`src/rtl/i2c_hold_pkg.sv`:
```
// Shared types for the clock-hold I2C target.
// Assumes: one target engine per bus, 7-bit addressing only.
package i2c_hold_pkg;

    typedef enum logic [3:0] {
        ST_IDLE,   // waiting for START
        ST_ADDR,   // shifting in the address byte
        ST_AACK,   // pulling SDA low for the address acknowledge
        ST_HOLD,   // holding SCL low until the host touches the data register
        ST_RX,     // shifting in a data byte
        ST_RACK,   // ninth clock of a received byte
        ST_TX,     // shifting out a data byte
        ST_TACK,   // ninth clock of a sent byte, controller answers
        ST_SKIP    // address did not match, wait for START or STOP
    } eng_state_t;

endpackage

```
`src/rtl/i2c_line_sync.sv`:
```
// Synchronizer and edge detector for one open-drain bus line.
// Assumes: the line idles high; STAGES >= 2 flops before any use.
module i2c_line_sync #(
    parameter int STAGES = 2
) (
    input  logic clk,
    input  logic rst_n,
    input  logic line_i,
    output logic level_o,
    output logic rise_o,
    output logic fall_o
);

    logic [STAGES-1:0] chain;
    logic              prev;

    // Shift the raw line through the flop chain; reset to the idle-high level.
    always_ff @(posedge clk) begin
        if (!rst_n) begin
            chain <= '1;
            prev  <= 1'b1;
        end else begin
            chain <= {chain[STAGES-2:0], line_i};
            prev  <= chain[STAGES-1];
        end
    end

    // Level and single-cycle edge pulses from the synchronized value.
    always_comb begin
        level_o = chain[STAGES-1];
        rise_o  = chain[STAGES-1] & ~prev;
        fall_o  = ~chain[STAGES-1] & prev;
    end

endmodule

```
`src/rtl/i2c_cond_detect.sv`:
```
// Finds START and STOP conditions on the synchronized lines.
// Assumes: both lines pass through synchronizers of the same depth, so an
// SDA edge with SCL high and not just rising is a bus condition.
module i2c_cond_detect (
    input  logic scl_lvl,
    input  logic scl_rise,
    input  logic sda_rise,
    input  logic sda_fall,
    output logic start_o,
    output logic stop_o
);

    // SDA falls with SCL steadily high: START; SDA rises: STOP.
    always_comb begin
        start_o = sda_fall & scl_lvl & ~scl_rise;
        stop_o  = sda_rise & scl_lvl & ~scl_rise;
    end

endmodule

```
`src/rtl/i2c_host_ctrl.sv`:
```
// Host-written control bits: transmit mode and acknowledge disable.
// Assumes: a STOP on the bus has priority over a host write of the mode.
module i2c_host_ctrl (
    input  logic clk,
    input  logic rst_n,
    input  logic mode_we,
    input  logic mode_d,
    input  logic ackdis_we,
    input  logic ackdis_d,
    input  logic stop_det,
    output logic tx_mode,
    output logic ack_dis
);

    // Mode bit: host writes it, a STOP clears it.
    always_ff @(posedge clk) begin
        if (!rst_n)        tx_mode <= 1'b0;
        else if (stop_det) tx_mode <= 1'b0;
        else if (mode_we)  tx_mode <= mode_d;
    end

    // Acknowledge-disable control: host-written only.
    always_ff @(posedge clk) begin
        if (!rst_n)         ack_dis <= 1'b0;
        else if (ackdis_we) ack_dis <= ackdis_d;
    end

endmodule

```
`src/rtl/i2c_byte_engine.sv`:
```
// Byte engine of the target: address compare, shifting in and out, ninth-clock
// handling, and the SCL hold after every byte it takes part in.
// Assumes: synchronized SCL edges come as single-cycle pulses; the SDA output
// is registered and updated only on SCL falling edges or during a hold.
module i2c_byte_engine
    import i2c_hold_pkg::*;
#(
    parameter int DATA_W = 8
) (
    input  logic              clk,
    input  logic              rst_n,
    input  logic              scl_rise,
    input  logic              scl_fall,
    input  logic              sda_lvl,
    input  logic              start_det,
    input  logic              stop_det,
    input  logic [DATA_W-2:0] own_addr,
    input  logic              wr_en,
    input  logic [DATA_W-1:0] wr_data,
    input  logic              rd_en,
    input  logic              tx_mode,
    input  logic              ack_dis,
    output logic              scl_oe,
    output logic              sda_oe,
    output logic [DATA_W-1:0] rx_byte,
    output logic              addr_hit,
    output logic              rw_bit,
    output logic              rx_ack,
    output logic              irq
);

    localparam int CW = $clog2(DATA_W + 1);
    localparam logic [CW-1:0] LAST = CW'(DATA_W);

    eng_state_t        st;
    logic [DATA_W-1:0] sh;
    logic [CW-1:0]     cnt;
    logic              sda_q;
    logic              access;

    // Any data-register access ends a hold.
    always_comb access = wr_en | rd_en;

    // Main sequencer: bus conditions first, then the per-state byte handling.
    always_ff @(posedge clk) begin
        if (!rst_n) begin
            st       <= ST_IDLE;
            sh       <= '0;
            cnt      <= '0;
            sda_q    <= 1'b0;
            rx_byte  <= '0;
            addr_hit <= 1'b0;
            rw_bit   <= 1'b0;
            rx_ack   <= 1'b0;
            irq      <= 1'b0;
        end else if (stop_det) begin
            st       <= ST_IDLE;
            cnt      <= '0;
            sda_q    <= 1'b0;
            irq      <= 1'b0;
            addr_hit <= 1'b0;
        end else if (start_det) begin
            st       <= ST_ADDR;
            cnt      <= '0;
            sda_q    <= 1'b0;
            irq      <= 1'b0;
            addr_hit <= 1'b0;
        end else begin
            case (st)
                ST_ADDR: begin
                    if (scl_rise) begin
                        sh  <= {sh[DATA_W-2:0], sda_lvl};
                        cnt <= cnt + 1'b1;
                    end else if (scl_fall && cnt == LAST) begin
                        cnt <= '0;
                        if (sh[DATA_W-1:1] == own_addr) begin
                            st     <= ST_AACK;
                            sda_q  <= 1'b1;
                            rw_bit <= sh[0];
                        end else begin
                            st <= ST_SKIP;
                        end
                    end
                end
                ST_AACK: begin
                    if (scl_fall) begin
                        st       <= ST_HOLD;
                        sda_q    <= 1'b0;
                        irq      <= 1'b1;
                        addr_hit <= 1'b1;
                    end
                end
                ST_HOLD: begin
                    if (access) begin
                        irq      <= 1'b0;
                        addr_hit <= 1'b0;
                        cnt      <= '0;
                        if (tx_mode && wr_en) begin
                            st    <= ST_TX;
                            sh    <= wr_data;
                            sda_q <= ~wr_data[DATA_W-1];
                        end else begin
                            st <= ST_RX;
                        end
                    end
                end
                ST_RX: begin
                    if (scl_rise) begin
                        sh  <= {sh[DATA_W-2:0], sda_lvl};
                        cnt <= cnt + 1'b1;
                    end else if (scl_fall && cnt == LAST) begin
                        st      <= ST_RACK;
                        rx_byte <= sh;
                        sda_q   <= ~ack_dis;
                        cnt     <= '0;
                    end
                end
                ST_RACK: begin
                    if (scl_fall) begin
                        st    <= ST_HOLD;
                        sda_q <= 1'b0;
                        irq   <= 1'b1;
                    end
                end
                ST_TX: begin
                    if (scl_rise) begin
                        cnt <= cnt + 1'b1;
                    end else if (scl_fall) begin
                        if (cnt == LAST) begin
                            st    <= ST_TACK;
                            sda_q <= 1'b0;
                            cnt   <= '0;
                        end else begin
                            sh    <= {sh[DATA_W-2:0], 1'b0};
                            sda_q <= ~sh[DATA_W-2];
                        end
                    end
                end
                ST_TACK: begin
                    if (scl_rise) begin
                        rx_ack <= sda_lvl;
                    end else if (scl_fall) begin
                        st  <= ST_HOLD;
                        irq <= 1'b1;
                    end
                end
                default: ;
            endcase
        end
    end

    // Open-drain controls: SCL is held only in the hold state.
    always_comb begin
        scl_oe = (st == ST_HOLD);
        sda_oe = sda_q;
    end

endmodule

```
`src/rtl/i2c_hold_slave.sv`:
```
// Top of the clock-hold I2C target: line synchronizers, condition detector,
// host control bits and the byte engine.
// Assumes: external pull-ups; the *_oe outputs drive an open-drain pad
// (1 = pull low, 0 = release).
module i2c_hold_slave #(
    parameter int DATA_W      = 8,
    parameter int SYNC_STAGES = 2
) (
    input  logic              clk,
    input  logic              rst_n,
    input  logic              scl_i,
    input  logic              sda_i,
    output logic              scl_oe,
    output logic              sda_oe,
    input  logic [DATA_W-2:0] own_addr,
    input  logic              host_wr_en,
    input  logic [DATA_W-1:0] host_wdata,
    input  logic              host_rd_en,
    output logic [DATA_W-1:0] host_rdata,
    input  logic              mode_we,
    input  logic              mode_tx,
    input  logic              ackdis_we,
    input  logic              ackdis_val,
    output logic              tx_mode,
    output logic              ack_dis,
    output logic              addr_hit,
    output logic              rw_bit,
    output logic              rx_ack,
    output logic              irq
);

    localparam int NLINES = 2;  // index 0: SCL, index 1: SDA

    logic [NLINES-1:0] raw;
    logic [NLINES-1:0] lvl;
    logic [NLINES-1:0] rise;
    logic [NLINES-1:0] fall;
    logic              scl_lvl;
    logic              start_det;
    logic              stop_det;

    // Gather both raw line levels into one vector.
    always_comb raw = {sda_i, scl_i};

    // One synchronizer per bus line.
    for (genvar g = 0; g < NLINES; g++) begin : g_sync
        i2c_line_sync #(.STAGES(SYNC_STAGES)) u_sync (
            .clk     (clk),
            .rst_n   (rst_n),
            .line_i  (raw[g]),
            .level_o (lvl[g]),
            .rise_o  (rise[g]),
            .fall_o  (fall[g])
        );
    end

    // Name the synchronized SCL level for readability and for the checker.
    always_comb scl_lvl = lvl[0];

    i2c_cond_detect u_cond (
        .scl_lvl  (scl_lvl),
        .scl_rise (rise[0]),
        .sda_rise (rise[1]),
        .sda_fall (fall[1]),
        .start_o  (start_det),
        .stop_o   (stop_det)
    );

    i2c_host_ctrl u_ctrl (
        .clk       (clk),
        .rst_n     (rst_n),
        .mode_we   (mode_we),
        .mode_d    (mode_tx),
        .ackdis_we (ackdis_we),
        .ackdis_d  (ackdis_val),
        .stop_det  (stop_det),
        .tx_mode   (tx_mode),
        .ack_dis   (ack_dis)
    );

    i2c_byte_engine #(.DATA_W(DATA_W)) u_eng (
        .clk       (clk),
        .rst_n     (rst_n),
        .scl_rise  (rise[0]),
        .scl_fall  (fall[0]),
        .sda_lvl   (lvl[1]),
        .start_det (start_det),
        .stop_det  (stop_det),
        .own_addr  (own_addr),
        .wr_en     (host_wr_en),
        .wr_data   (host_wdata),
        .rd_en     (host_rd_en),
        .tx_mode   (tx_mode),
        .ack_dis   (ack_dis),
        .scl_oe    (scl_oe),
        .sda_oe    (sda_oe),
        .rx_byte   (host_rdata),
        .addr_hit  (addr_hit),
        .rw_bit    (rw_bit),
        .rx_ack    (rx_ack),
        .irq       (irq)
    );

endmodule

```
`config.mk`:
```
export PLATFORM = sky130hd
export DESIGN_NAME = i2c_hold_slave
export DESIGN_NICKNAME = d
export VERILOG_FILES = /design/src/rtl/i2c_hold_pkg.sv /design/src/rtl/i2c_line_sync.sv /design/src/rtl/i2c_cond_detect.sv /design/src/rtl/i2c_host_ctrl.sv /design/src/rtl/i2c_byte_engine.sv /design/src/rtl/i2c_hold_slave.sv
export SDC_FILE = /design/constraint.sdc
export NUM_CORES = 1
export LEC_CHECK = 0
export BUFFER_PORTS_ARGS = -buffer_cell sky130_fd_sc_hd__buf_4
export CORE_MARGIN = 4
export CORE_UTILIZATION = 39
export DETAILED_ROUTE_END_ITERATION = 8
export GPL_TIMING_DRIVEN = 0
export PLACE_DENSITY = 0.56
export REMOVE_ABC_BUFFERS = 1
export SLEW_MARGIN = 0
export SYNTH_ARGS = -nofsm -noshare
export SYNTH_HDL_FRONTEND = slang
export SYNTH_SLANG_ARGS = --single-unit
```
`constraint.sdc`:
```
create_clock -name clk -period 2.4 [get_ports clk]
set_input_delay 0.12 -clock clk [delete_from_list [all_inputs] [get_ports clk]]
set_output_delay 0.12 -clock clk [all_outputs]
set_load 0.02 [all_outputs]
```
==> summary.md <==
| Metric | Value |
|---|---|
| Final min period | 2211 ps |
| Max Clk Rate | 452.3 MHz |
| Worst-case clock buffer depth | 2 |
| GPL Wtd Cong | 0.8524 |
| Global Route Usage Sum | 0.1723 |
| Max Cap Viol | 0 |
| Min-delay worst type | primary input to flip-flop |
| Req. time, crit path | 2620 ps |
| CP Max Fanout | 25 |
| Crit path buffers/inverters | 0 |
| Ports | 41 |
| Syn Area/Cell | 8.753 um2 |
| DR vias/cell | 5.422 |
| Leakage power | 1.123 nW |
| Initial antenna violation count | 0 |
| EDFF count, synth | 0 |
| Final setup viols | 0 |
| CTS sink count | 37 |
| Routed Antenna Nets | 0 |
| Std-Cell Rows | 26 |
| Post-synthesis sequential area ratio | 0.3511 |
| Async set or reset register ratio after synthesis | 0 |
| CTS Buf Count | 5 |
| First-pass GRT wire length | between 8 and 9 mm |
| Vias in the first global route | 1791 |
| Pin count of the biggest net entering global routing | 30 |
| Switching share of power | 0.2259 |
| Max IR drop VDD | 0.0003592 V |
| Int Pwr | about 0.0010 W |
| Relative slew margins | 0.4944 |
| PortBufs | 40 |
| WL final | 5.190 mm |
| Mapped Cells | about 240 |
| Hold_buf cts | 0 |
| Combinational share of power | 0.096 |
| Reg power frac | 0.481 |
| Final Max Slew Viols | 0 |
| Flop2flop setup slack | 190 ps |
| Startpoint types | flip-flop |
| WHS | 7.334 ps |
| Worst-Margin Slew | 753.4 ps |
| Final net count | 306 |
| DRT Pass-1 Iters | 4 |
| Largest stage delay on the critical path | around 600 ps |
| Setup TNS | 0 ps |
| Clock skew | between 3 and 4 ps |
| Clk pin slew, worst setup/hold paths | about 70 ps |
| Worst hold endpoint | g_sync[0].u_sync.chain[0] |
| Crit path DAT | 2430 ps |
| Top post-synthesis cells by area | dfxtp_1 (35%), mux2i_1 (9.0%), o211a_1 (4.3%), nand2_1 (4.3%), nor2b_1 (4.2%) |
| Initial core utilization | 0.4078 |
| Fin. Hold Viols | 0 |
| Switching pwr | 0.0002990 W |
| CTS root buffer | clkbuf_8 |
| Die Area | 6650 um2 |
| Placed cell count | 338 |
| Worst hold path depth | 2 |
| Antenna cells | 0 |
| R2r startpoint | u_eng.st[0] |
| Design area | about 2600 um2 |
| Top cell type's share of synthesized area | 0.3511 |
| Synth Cell Area | 2110 um2 |
| GRT overflow | 0 |
| CP max stage cell | dfxtp_2 |
| Via count of the routed design | around 1900 |
| Post-synth top flop | dfxtp_1 |
| Cell taking the most area after synthesis | dfxtp_1 |
| DRT iter0 DRCs | 193 |
| Layout Cells excl Fill | between 300 and 400 |
| CTS H-tree depth | 2 |
| Hold Path Origin | scl_i |
| Yosys warnings | 0 |
| Worst-skew pair later-pin latency | 290 ps |
| Reg2reg end | u_eng.cnt[3] |
| CORE AREA | 5172 um2 |
| Layout cells sized above 1 | 0.1942 |
| DRC viols | 0 |
| Placed Area | 2432 um2 |
| DIE HEIGHT | 81.55 um |
| Avg WL per Cell | 14.91 um |
| Status | completed |
| Unrepaired setup endpoints after global routing | false |
| Worst-case reg-to-reg path depth | 5 |
| Power Dens Cells | 514.3 nW/um2 |
| Tcrit/Tclk final | 0.9212 |
| Dpl hpwl | 3.697 mm |
| Endpoint class of the critical path | flip-flop |
| Kind of critical path | flip-flop to flip-flop |
| Die X | between 80 and 90 um |
| Syn-to-layout area delta | 22.00% |
| Total power draw | 0.001324 W |
| Netlist cell types | between 50 and 60 |
| CTS tree | yes |
| Number of synthesized register bits | 37 |
| Delay-heaviest family, CP | compound AO/OA/AOI/OAI gates |
| Power share of the clock group | 0.423 |
| Ordered cell list for the critical path | or3b_1 -> a21o_1 -> o311ai_4 -> o21ai_1 -> a21oi_1 |
[cell type report]
class                      count  area (um2)
clock inverter                 1       30.03
fill                         515        2599
multi-input combinational    180        1270
clock buffer                   7       86.33
inverter                      11       41.29
timing repair buffer          42       315.3
tap                           70       87.58
sequential                    37       743.2
[routing by layer]
metal	wire length, um	track usage
met3	335	0.05044
met1	2416	0.2262
met2	2366	0.2647
met5	0	0
met4	72	0.06757
[power groups by stage]
| stage | Combinational [W] | Clock (W) | Sequential, W |
|---|---|---|---|
| finish | 0.000127 | 0.000560 | 0.000636 |
| CTS | 0.000128 | 0.000577 | 0.000636 |
| floorplan | 0.0000662 | 0 | 0.000648 |
| global route | 0.000141 | 0.000609 | 0.000638 |
| global placement | 0.000128 | 0 | 0.000650 |
| detailed placement | 0.000127 | 0 | 0.000650 |
[worst max path at each step]
stage / start / endpoint / slack, ps / depth (start not counted)
after floorplan: u_eng.st[2] / u_eng.sh[0] / 130 / 5
after global placement: u_eng.st[2] / u_eng.sh[0] / -310 / 5
after detailed placement: u_eng.st[2] / u_eng.sh[0] / -270 / 5
after CTS: g_sync[0].u_sync.chain[1] / u_eng.rx_byte[7] / 70 / 7
after global routing: u_eng.st[0] / u_eng.cnt[2] / 20 / 5
final: u_eng.st[0] / u_eng.cnt[3] / 190 / 5
[repair_timing]
action / in CTS / in global routing
pin swaps: 0 / 1
gates resized for setup: 3 / 1
setup endpoints to repair: 13 / 9
setup buffers: 0 / 2
[sequential cells by signal, summed over array words and instances, names as in the netlist]
signal               flops
u_eng.irq                1
u_eng.sda_oe             1
u_eng.st                 4
u_eng.rx_byte            8
g_sync.u_sync.prev       2
u_eng.cnt                4
u_ctrl.tx_mode           1
u_eng.rw_bit             1
u_eng.addr_hit           1
u_eng.rx_ack             1
u_eng.sh                 8
u_ctrl.ack_dis           1
g_sync.u_sync.chain      4
[synth_stat cells, types with 5 or more instances]
cell	instances
a21oi_1	10
buf_2	7
dfxtp_1	37
inv_1	11
mux2i_1	19
nand2_1	24
nand2b_1	12
nand3_1	5
nor2_1	7
nor2b_1	14
o211a_1	9
o21ai_0	7
o21ai_1	5
xnor2_1	8
[logic make-up after synthesis]
logic type	share of synthesized area
AOI/OAI and AO/OA	0.2165
xor gates and xnor gates	0.03737
adders and majority gates	0.02373
buffers and inverters	0.05041
DFF	0.3511
muxes	0.09015
and+or+nand+nor	0.2307
[per-stage QoR]
step	util	setup WS, ps
3_3_place_gp	0.4702	-311.7
5_1_grt	0.4976	21.59
2_1_floorplan	-	133.5
3_5_place_dp	0.4702	-270.8
4_1_cts	0.4944	69.31
6_report	0.4976	189.1
[cells in the final DEF (no fill, tap or decap), drive strengths merged, types with 2 or more instances in the layout]
cell type,instances
o21ai,12
o211a,9
and3b,2
and3,3
clkbuf,7
o211ai,2
o21a,2
nor2,7
nand2b,12
nand3,5
xnor2,8
o311ai,2
inv,11
a21oi,10
buf,42
dfxtp,37
nor2b,14
a22oi,2
ha,4
a41oi,2
nand4,4
or3,2
a31oi,4
nand3b,2
nand2,24
a21o,2
o221ai,2
mux2i,19
nor3,4
a32oi,3
(Power assumes the default switching activity.)
